`src/rtl/kwdt_pkg.sv`:
```
package kwdt_pkg;
   // which register a bus address selects
   typedef enum logic [1:0] {
      SEL_NONE  = 2'd0,
      SEL_STOP  = 2'd1,
      SEL_COUNT = 2'd2
   } reg_sel_e;

   localparam int KEY_WIDTH = 8;
   localparam logic [KEY_WIDTH-1:0] WRITE_KEY = 8'h5A;
endpackage

```
`src/rtl/kwdt_bus_decode.sv`:
```
module kwdt_bus_decode
   import kwdt_pkg::*;
#(
   parameter int DATA_W   = 32,
   parameter int ADDR_W   = 2,
   parameter int STOP_OFS = 0,
   parameter int CNT_OFS  = 1
) (
   input  logic              wr_en,
   input  logic [ADDR_W-1:0] addr,
   input  logic [DATA_W-1:0] wdata,
   output reg_sel_e          sel,
   output logic              wr_stop,
   output logic              wr_cnt
);
   localparam logic [ADDR_W-1:0] STOP_A = ADDR_W'(STOP_OFS);
   localparam logic [ADDR_W-1:0] CNT_A  = ADDR_W'(CNT_OFS);

   generate
      if (KEY_WIDTH > DATA_W) begin : g_bad_key
         $error("key code wider than the data bus");
      end
      if (STOP_OFS == CNT_OFS) begin : g_bad_ofs
         $error("stop and counter offsets collide");
      end
      if (STOP_OFS >= (1 << ADDR_W) || CNT_OFS >= (1 << ADDR_W)) begin : g_bad_range
         $error("register offset outside address range");
      end
   endgenerate

   logic key_ok;
   assign key_ok = (wdata[DATA_W-1 -: KEY_WIDTH] == WRITE_KEY);

   always_comb begin
      if (addr == STOP_A)     sel = SEL_STOP;
      else if (addr == CNT_A) sel = SEL_COUNT;
      else                    sel = SEL_NONE;
   end

   assign wr_stop = wr_en && key_ok && (sel == SEL_STOP);
   assign wr_cnt  = wr_en && key_ok && (sel == SEL_COUNT);
endmodule

```
`src/rtl/kwdt_stop_reg.sv`:
```
module kwdt_stop_reg #(
   parameter int CNT_W = 12
) (
   input  logic             clk,
   input  logic             por_n,
   input  logic             wr,
   input  logic [CNT_W-1:0] din,
   output logic [CNT_W-1:0] stop
);
   logic [CNT_W-1:0] stop_q;

   // only power-on reset touches this register
   always_ff @(posedge clk or negedge por_n) begin
      if (!por_n)  stop_q <= '0;
      else if (wr) stop_q <= din;
   end

   assign stop = stop_q;


   stop_hold_chk: assert property (@(posedge clk) disable iff (!por_n)
      !wr |=> $stable(stop_q));
endmodule

```
`src/rtl/kwdt_counter.sv`:
```
module kwdt_counter #(
   parameter int CNT_W = 12
) (
   input  logic             clk,
   input  logic             por_n,
   input  logic             soft_rst,
   input  logic             tick_en,
   input  logic             load,
   input  logic [CNT_W-1:0] load_val,
   input  logic [CNT_W-1:0] stop,
   output logic [CNT_W-1:0] count,
   output logic             ovf
);
   generate
      if (CNT_W < 2) begin : g_bad_width
         $error("counter must be at least 2 bits");
      end
   endgenerate

   logic [CNT_W-1:0] cnt_q, cnt_nxt;
   logic             ovf_q;
   logic             hit;

   // a stop of zero matches only after the natural wrap
   assign cnt_nxt = cnt_q + CNT_W'(1);
   assign hit     = (cnt_nxt == stop);

   always_ff @(posedge clk or negedge por_n) begin
      if (!por_n) begin
         cnt_q <= '0;
         ovf_q <= 1'b0;
      end else if (soft_rst) begin
         cnt_q <= '0;
         ovf_q <= 1'b0;
      end else if (load) begin
         cnt_q <= load_val;
         ovf_q <= 1'b0;
      end else if (tick_en) begin
         cnt_q <= hit ? '0 : cnt_nxt;
         ovf_q <= hit;
      end else begin
         ovf_q <= 1'b0;
      end
   end

   assign count = cnt_q;
   assign ovf   = ovf_q;


   cnt_hold_chk: assert property (@(posedge clk) disable iff (!por_n)
      (!soft_rst && !load && !tick_en) |=> $stable(cnt_q));

   ovf_zero_chk: assert property (@(posedge clk) disable iff (!por_n)
      ovf_q |-> (cnt_q == '0));

   ovf_tick_chk: assert property (@(posedge clk) disable iff (!por_n)
      ovf_q |-> $past(tick_en));

   soft_clear_chk: assert property (@(posedge clk) disable iff (!por_n)
      soft_rst |=> (cnt_q == '0 && !ovf_q));

   load_win_chk: assert property (@(posedge clk) disable iff (!por_n)
      (!soft_rst && load) |=> (cnt_q == $past(load_val) && !ovf_q));
endmodule

```
`src/rtl/keyed_watchdog.sv`:
```
module keyed_watchdog
   import kwdt_pkg::*;
#(
   parameter int DATA_W   = 32,
   parameter int ADDR_W   = 2,
   parameter int CNT_W    = 12,
   parameter int STOP_OFS = 0,
   parameter int CNT_OFS  = 1
) (
   input  logic              clk,
   input  logic              por_n,
   input  logic              soft_rst,
   input  logic              tick_en,
   input  logic              wr_en,
   input  logic [ADDR_W-1:0] addr,
   input  logic [DATA_W-1:0] wdata,
   output logic [DATA_W-1:0] rdata,
   output logic              overflow
);
   localparam int PAD_W = DATA_W - CNT_W;

   generate
      if (CNT_W > DATA_W - KEY_WIDTH) begin : g_bad_cnt
         $error("counter field overlaps key byte");
      end
   endgenerate

   reg_sel_e         sel;
   logic             wr_stop, wr_cnt;
   logic [CNT_W-1:0] stop_val, cnt_val;
   logic             unused_rsvd;

   // key and reserved bits are not stored
   assign unused_rsvd = ^wdata[DATA_W-1:CNT_W];

   kwdt_bus_decode #(
      .DATA_W(DATA_W), .ADDR_W(ADDR_W),
      .STOP_OFS(STOP_OFS), .CNT_OFS(CNT_OFS)
   ) u_dec (
      .wr_en(wr_en), .addr(addr), .wdata(wdata),
      .sel(sel), .wr_stop(wr_stop), .wr_cnt(wr_cnt)
   );

   kwdt_stop_reg #(.CNT_W(CNT_W)) u_stop (
      .clk(clk), .por_n(por_n), .wr(wr_stop),
      .din(wdata[CNT_W-1:0]), .stop(stop_val)
   );

   kwdt_counter #(.CNT_W(CNT_W)) u_cnt (
      .clk(clk), .por_n(por_n), .soft_rst(soft_rst), .tick_en(tick_en),
      .load(wr_cnt), .load_val(wdata[CNT_W-1:0]), .stop(stop_val),
      .count(cnt_val), .ovf(overflow)
   );

   // read path zero-fills everything above the field
   logic [CNT_W-1:0] rd_field;
   always_comb begin
      case (sel)
         SEL_STOP:  rd_field = stop_val;
         SEL_COUNT: rd_field = cnt_val;
         default:   rd_field = '0;
      endcase
   end

   generate
      if (PAD_W > 0) begin : g_pad
         assign rdata = {{PAD_W{1'b0}}, rd_field};
      end else begin : g_nopad
         assign rdata = rd_field;
      end
   endgenerate


   key_gate_chk: assert property (@(posedge clk) disable iff (!por_n)
      (wr_en && wdata[DATA_W-1 -: KEY_WIDTH] != WRITE_KEY) |=> $stable(stop_val));

   soft_keep_chk: assert property (@(posedge clk) disable iff (!por_n)
      (soft_rst && !wr_stop) |=> $stable(stop_val));

   cnt_key_chk: assert property (@(posedge clk) disable iff (!por_n)
      (wr_en && wdata[DATA_W-1 -: KEY_WIDTH] != WRITE_KEY && !tick_en && !soft_rst)
      |=> $stable(cnt_val));
endmodule

```
`config.mk`:
```
export PLATFORM = sky130hd
export DESIGN_NAME = keyed_watchdog
export DESIGN_NICKNAME = d
export VERILOG_FILES = /design/src/rtl/kwdt_pkg.sv /design/src/rtl/kwdt_bus_decode.sv /design/src/rtl/kwdt_stop_reg.sv /design/src/rtl/kwdt_counter.sv /design/src/rtl/keyed_watchdog.sv
export SDC_FILE = /design/constraint.sdc
export NUM_CORES = 1
export LEC_CHECK = 0
export ABC_AREA = 0
export BUFFER_PORTS_ARGS = -buffer_cell sky130_fd_sc_hd__buf_2
export CORE_MARGIN = 2
export CORE_UTILIZATION = 50
export DETAILED_ROUTE_END_ITERATION = 10
export PLACE_DENSITY = 0.81
export REMOVE_ABC_BUFFERS = 1
export SYNTH_ARGS = -nofsm -noshare
export SYNTH_HDL_FRONTEND = slang
export SYNTH_SLANG_ARGS = --single-unit
```
`constraint.sdc`:
```
create_clock -name clk -period 3.25 [get_ports clk]
set_clock_uncertainty 0.05 [all_clocks]
set_input_delay 0.325 -clock clk [delete_from_list [all_inputs] [get_ports clk]]
set_output_delay 0.325 -clock clk [all_outputs]
set_load 0.005 [all_outputs]
```
==> flow_summary.toml, run 1 <==
[synth]
synth-seq-cells = 25
async_reset_ff_share_pct = 100
ys_seq_area_share_pct = 29.6
synth_area_per_cell_um2 = 8.80
synth_cell_type_count = 54
synth_top_cell_by_area = "dfrtp_1"
ys.warnings.count = 0
netlist.area_leader.share_pct = 29.6
syn_area_um2 = 2110
synthFlopType = "dfrtp_1"
ys_top_cells_by_area = "dfrtp_1 (30%), buf_4 (7.8%), mux2_2 (6.4%), xnor2_1 (6.2%), mux2i_1 (5.7%)"
synth_edf_count = 0
synth_cells = 240

[power]
seqPwrFrac_pct = 52.4
sw_frac_of_total_pct = 28.3
total_leakage_power_nw = 1.07
vdd_ir_drop_max_mv = 0.158
comb_power_share_pct = 17.0
pwr-share-clk_pct = 30.6
internal_power_uw = 443
power_density_nw_per_um2 = 271
switchingPower_uw = 175

[run_status]
status = "finished clean"

[clocking]
h-tree-depth = 1
root_buffer = "clkbuf_8"
clkLatencyLatePin_ns = 0.27
clkSlewWorstSetupHoldPaths_ns = 0.09
cts_sinks = 25
cts_made_buffers = 3
cts_tree = "yes"
cts_buffer_depth = 2

[setup_path]
end_kind = "flip-flop"
required_ns = 3.31
critPathLaunchType = "flip-flop"
arrival_ns = 2.95
r2r_slack_ns = 0.36
reg2regPathDepth = 8
critPathMaxFanout = 10
reg2reg_to = "u_cnt.count[7]"
r2r-start = "u_cnt.count[0]"
path_class = "reg -> reg"

[drt]
drc_errors = 0
via_count = 1787
initialDrtViolationCount = 100
viasPerCell = 5.60
drt-wirelength-per-cell_um = 14.5
ant_nets = 0
totalWireLength_mm = 4.64
drtPass1Iterations = 4

[timing]
tightest_slew_ns = 0.656
max_freq_mhz = 346
finalHoldViolations = 0
relSlewSlack_pct = 56.2
period_share_pct = 88.8
rsz0062_at_grt = "false"
final.min_clock_period_ns = 2.89
setup_tns_ns = 0
report.final.slew_viol_count = 0
setup_viol = 0

[layout]
area_growth_pct = 8.12
fin_cells = 319
fin_nets = 311
drive_above_1_share_pct = 24.9
utilization_pct = 56.7
final_area_um2 = 2280
num_antenna_cells = 0

[die]
core_area_um2 = 4030
dieArea_um2 = 4760
ios = 72
die_w_um = 69.0
dieHeight_um = 69.0
initial_core_util_pct = 52.4
rows = 23

[worst_hold_path]
hold_path_startpoint = "wdata[4]"
worstHoldEndpoint = "u_cnt.count[4]"
holdPathStages = 3
hp-class = "in -> reg"

[global_route]
grt_usage_pct = 19.7
grt_max_degree = 26
overflow = 0
grt_pass1_wl_mm = 6.96
first_global_vias = 1461
antenna_found_initial = 0

[placement]
place_inst = 314
place_area_um2 = 2230
place_congestion = 0.967
place_hpwl_mm = 3.42
port_buffers = 39

[job]
drv_cap = 0
==> routing by layer <==
metal  vias up  part of all wire (%)  track usage (%)
li1        876                     -                -
met1       848                    45             26.8
met2        58                    48             32.9
met3         5                   6.4             1.79
met4         0                   1.2             6.13
met5         -                     0                0
==> cells in the final DEF (no fill, tap or decap), types with 3 or more instances in the layout <==
cell / instances
dfrtp_1: 25
nand3b_1: 3
nand2_1: 13
inv_1: 3
clkbuf_8: 3
o21ai_1: 3
nand4_1: 5
or3_1: 3
xnor2_1: 15
nor2_1: 30
o211ai_1: 5
conb_1: 20
nor2b_1: 4
nand3_1: 7
xor2_1: 6
a311oi_1: 5
o21ai_0: 6
buf_2: 39
mux2_2: 12
a21oi_1: 8
buf_4: 3
mux2i_1: 12
==> cells in the mapped netlist, types with 2 or more instances <==
cell and count:
nor2_1 30, dfrtp_1 25, buf_4 22, xnor2_1 15
nand2_1 13, mux2_2 12, mux2i_1 12, a21oi_1 8
clkbuf_1 7, nand3_1 7, buf_2 6, o21ai_0 6
xor2_1 6, a311oi_1 5, nand4_1 5, o211ai_1 5
nor2b_1 4, inv_1 3, nand3b_1 3, o21ai_1 3
or3_1 3, a2111oi_0 2, a211oi_1 2, a21boi_1 2
and3_1 2, and4_1 2, ha_1 2, nor4b_1 2
==> critical path: stages, from the launching register on <==
cell and delay, ns:
dfrtp_1 0.50, ha_1 0.38, o21ba_2 0.25, a221oi_2 0.31, o221ai_2 0.19, nor4_4 0.54, nand2_2 0.17, o211ai_1 0.20
a311oi_1 0.12
==> per-stage QoR <==
| stage | total power, mW | worst slack [ns] | hold slack [ns] |
|---|---|---|---|
| floorplan | 0.385 | 0.807 | -0.0206 |
| global placement | 0.432 | 0.457 | 0.289 |
| detailed placement | 0.433 | 0.401 | 0.293 |
| CTS | 0.624 | 0.370 | 0.237 |
| global route | 0.651 | 0.198 | 0.235 |
| finish | 0.618 | 0.364 | 0.239 |
==> sequential cells by signal (all words and copies together), names as in the netlist <==
| name | cells |
|---|---|
| u_cnt.ovf | 1 |
| u_stop.stop | 12 |
| u_cnt.count | 12 |
==> kinds of logic (layout without fill, tap and decap cells) <==
kind of cell / Yosys count / count (layout) / share of synthesized area [%]
other: 1 / 20 / 0.178
buffers and inverters: 40 / 50 / 11.7
DFF: 25 / 25 / 29.6
AOI/OAI and AO/OA: 41 / 41 / 13.9
adders and majority gates: 2 / 2 / 1.18
muxes: 24 / 24 / 12.1
xor gates and xnor gates: 21 / 21 / 8.71
and+or+nand+nor: 86 / 86 / 22.6
==> how the worst max path moves through the flow <==
| stage | from | to |
|---|---|---|
| 6_report | u_cnt.count[0] | u_cnt.count[7] |
| 5_1_grt | u_cnt.count[0] | u_cnt.count[7] |
| 4_1_cts | u_cnt.count[0] | u_cnt.count[7] |
| 3_5_place_dp | u_cnt.count[0] | u_cnt.count[7] |
| 3_3_place_gp | u_cnt.count[0] | u_cnt.count[7] |
| 2_1_floorplan | u_cnt.count[0] | u_cnt.count[7] |
==> layout make-up <==
| type | count | area (um^2) |
|---|---|---|
| multi-input combinational | 194 | 1310 |
| clock buffer | 3 | 41.3 |
| fill | 379 | 1750 |
| timing repair buffer | 43 | 228 |
| clock inverter | 1 | 5.00 |
| sequential | 25 | 626 |
| inverter | 3 | 11.3 |
| tap | 50 | 62.6 |
==> power groups by stage <==
| stage | registers (mW) | clock network, mW | logic [mW] |
|---|---|---|---|
| floorplan | 0.328 | 0 | 0.0570 |
| global placement | 0.330 | 0 | 0.102 |
| detailed placement | 0.330 | 0 | 0.103 |
| CTS | 0.324 | 0.196 | 0.105 |
| global route | 0.325 | 0.209 | 0.117 |
| finish | 0.324 | 0.189 | 0.105 |
==> timing repair <==
action	in CTS	in global routing
hold endpoints to repair	25	0
hold buffers	1	0
gates resized for setup	0	0
setup buffers	0	0
Note: power is estimated with default switching activity, not from simulation.
==> inputs of run 2 (changes only) <==
Clock period 3.25 ns to 3.12 ns, I/O delays scaled along.
==> run 2 against run 1 <==
  * Total power grew 5.4%
  * Sequential share of layout area shrank 0.090 points
  * Sequential cell count is the same
  * Non-clock buffer count grew 1
  * Register-to-register slack lost 0.12 ns
  * First-iteration DRC count shrank 2.0%
  * Setup slack lost 0.12 ns
  * Critical endpoint unchanged
  * Largest cell class unchanged
==> flow_summary.toml, run 2 (same netlist as run 1, synthesis figures left out) <==
[global_route]
grt_max_degree = 26
first_global_vias = 1552
grt_usage_pct = 21.1
antenna_found_initial = 0
overflow = 0
grt_pass1_wl_mm = 7.42

[power]
finalPower_uw = 651
total_leakage_power_nw = 1.08
power_density_nw_per_um2 = 284
internal_power_uw = 463
comb_power_share_pct = 17.6
seqPwrFrac_pct = 51.4
vdd_ir_drop_max_mv = 0.176
sw_frac_of_total_pct = 28.9
pwr-share-clk_pct = 31.0
switchingPower_uw = 188

[drt]
drtPass1Iterations = 4
drc_errors = 0
ant_nets = 0
via_count = 1786
viasPerCell = 5.58
totalWireLength_mm = 4.82
drt-wirelength-per-cell_um = 15.1
initialDrtViolationCount = 98

[die]
die_w_um = 69.0
dieHeight_um = 69.0
rows = 23
dieArea_um2 = 4760
initial_core_util_pct = 52.4
core_area_um2 = 4030
ios = 72

[setup_path]
worstPathCellList = "ha_1 -> nand3b_1 -> a221oi_2 -> o221ai_2 -> nor4_4 -> nand2_2 -> o211ai_1 -> a311oi_1"
arrival_ns = 2.94
required_ns = 3.19
r2r_slack_ns = 0.25
end_kind = "flip-flop"
crit_slowest_cell = "nor4_4"
max_stage_delay_ns = 0.54
critPathLaunchType = "flip-flop"
critPathMaxFanout = 8
path_class = "reg -> reg"

[clocking]
cts_sinks = 25
clkSlewWorstSetupHoldPaths_ns = 0.09
clkLatencyLatePin_ns = 0.28
cts_buffer_depth = 2
cts_tree = "yes"
cts_made_buffers = 3
post_cts_buffers = 0
root_buffer = "clkbuf_8"
h-tree-depth = 1

[timing]
tightest_slew_ns = 0.666
max_freq_mhz = 348
period_share_pct = 92.1
setup_tns_ns = 0
setup_viol = 0
final.min_clock_period_ns = 2.87
relSlewSlack_pct = 55.6
report.final.slew_viol_count = 0
rsz0062_at_grt = "false"
finalHoldViolations = 0

[layout]
layout_common_cells = "buf_2 (39), nor2_1 (30), dfrtp_1 (25), conb_1 (20), xnor2_1 (15)"
area_growth_pct = 8.47
fin_nets = 312
fin_cells = 320
utilization_pct = 56.9
final_common_cell = "buf_2"
drive_above_1_share_pct = 25.2
num_antenna_cells = 0

[placement]
port_buffers = 39
place_hpwl_mm = 3.47
place_congestion = 0.969
place_inst = 315

[job]
drv_cap = 0

[run_status]
status = "finished clean"

[worst_hold_path]
hp-class = "in -> reg"
-- run 2: critical path, delay by kind of cell (launching register included) --
kind	cells	cell delay (ns)
and+or+nand+nor	3	0.86
DFF	1	0.51
AOI/OAI and AO/OA	4	0.84
adders and majority gates	1	0.44
-- run 2: metal layers --
layer | GRT usage [%] | part of all wire (%)
met1 | 28.3 | 45
met2 | 36.1 | 48
met3 | 1.79 | 5.9
met4 | 6.62 | 1.3
met5 | 0 | 0
-- run 2: power by group through the flow --
stage	sequential [mW]	combinational, mW	clock, mW
floorplan	0.342	0.0594	0
detailed placement	0.341	0.112	0
global route	0.336	0.128	0.214
finish	0.335	0.115	0.202
CTS	0.335	0.115	0.202
global placement	0.341	0.111	0
-- run 2: area by class of cell --
| type | instances | area [um^2] |
|---|---|---|
| multi-input combinational | 194 | 1310 |
| clock inverter | 1 | 5.00 |
| timing repair buffer | 44 | 235 |
| sequential | 25 | 626 |
| inverter | 3 | 11.3 |
| fill | 379 | 1740 |
| tap | 50 | 62.6 |
| clock buffer | 3 | 41.3 |
-- run 2: final timing paths --
kind | endpoint | start | cells after the start
worst max-delay path | u_cnt.count[7] | u_cnt.count[1] | 8
worst min-delay path | u_cnt.count[9] | wdata[9] | 3
worst max register to register | u_cnt.count[7] | u_cnt.count[1] | 8
worst min register to register | u_stop.stop[7] | u_stop.stop[7] | 1
max in group asynchronous | u_cnt.count[11] | por_n | 2
min in group asynchronous | u_cnt.count[2] | por_n | 2
-- run 2: timing repair --
item	in CTS	in global routing
gates resized for setup	0	0
hold endpoints to repair	25	0
hold buffers	1	0
-- run 2: through the flow --
step	hold WS (ns)	area (um^2)	setup WS (ns)
6_report	0.221	2290	0.247
2_1_floorplan	-0.0336	1950	0.677
5_1_grt	0.227	2290	0.0802
3_3_place_gp	0.276	2230	0.392
4_1_cts	0.222	2290	0.274
3_5_place_dp	0.282	2230	0.305
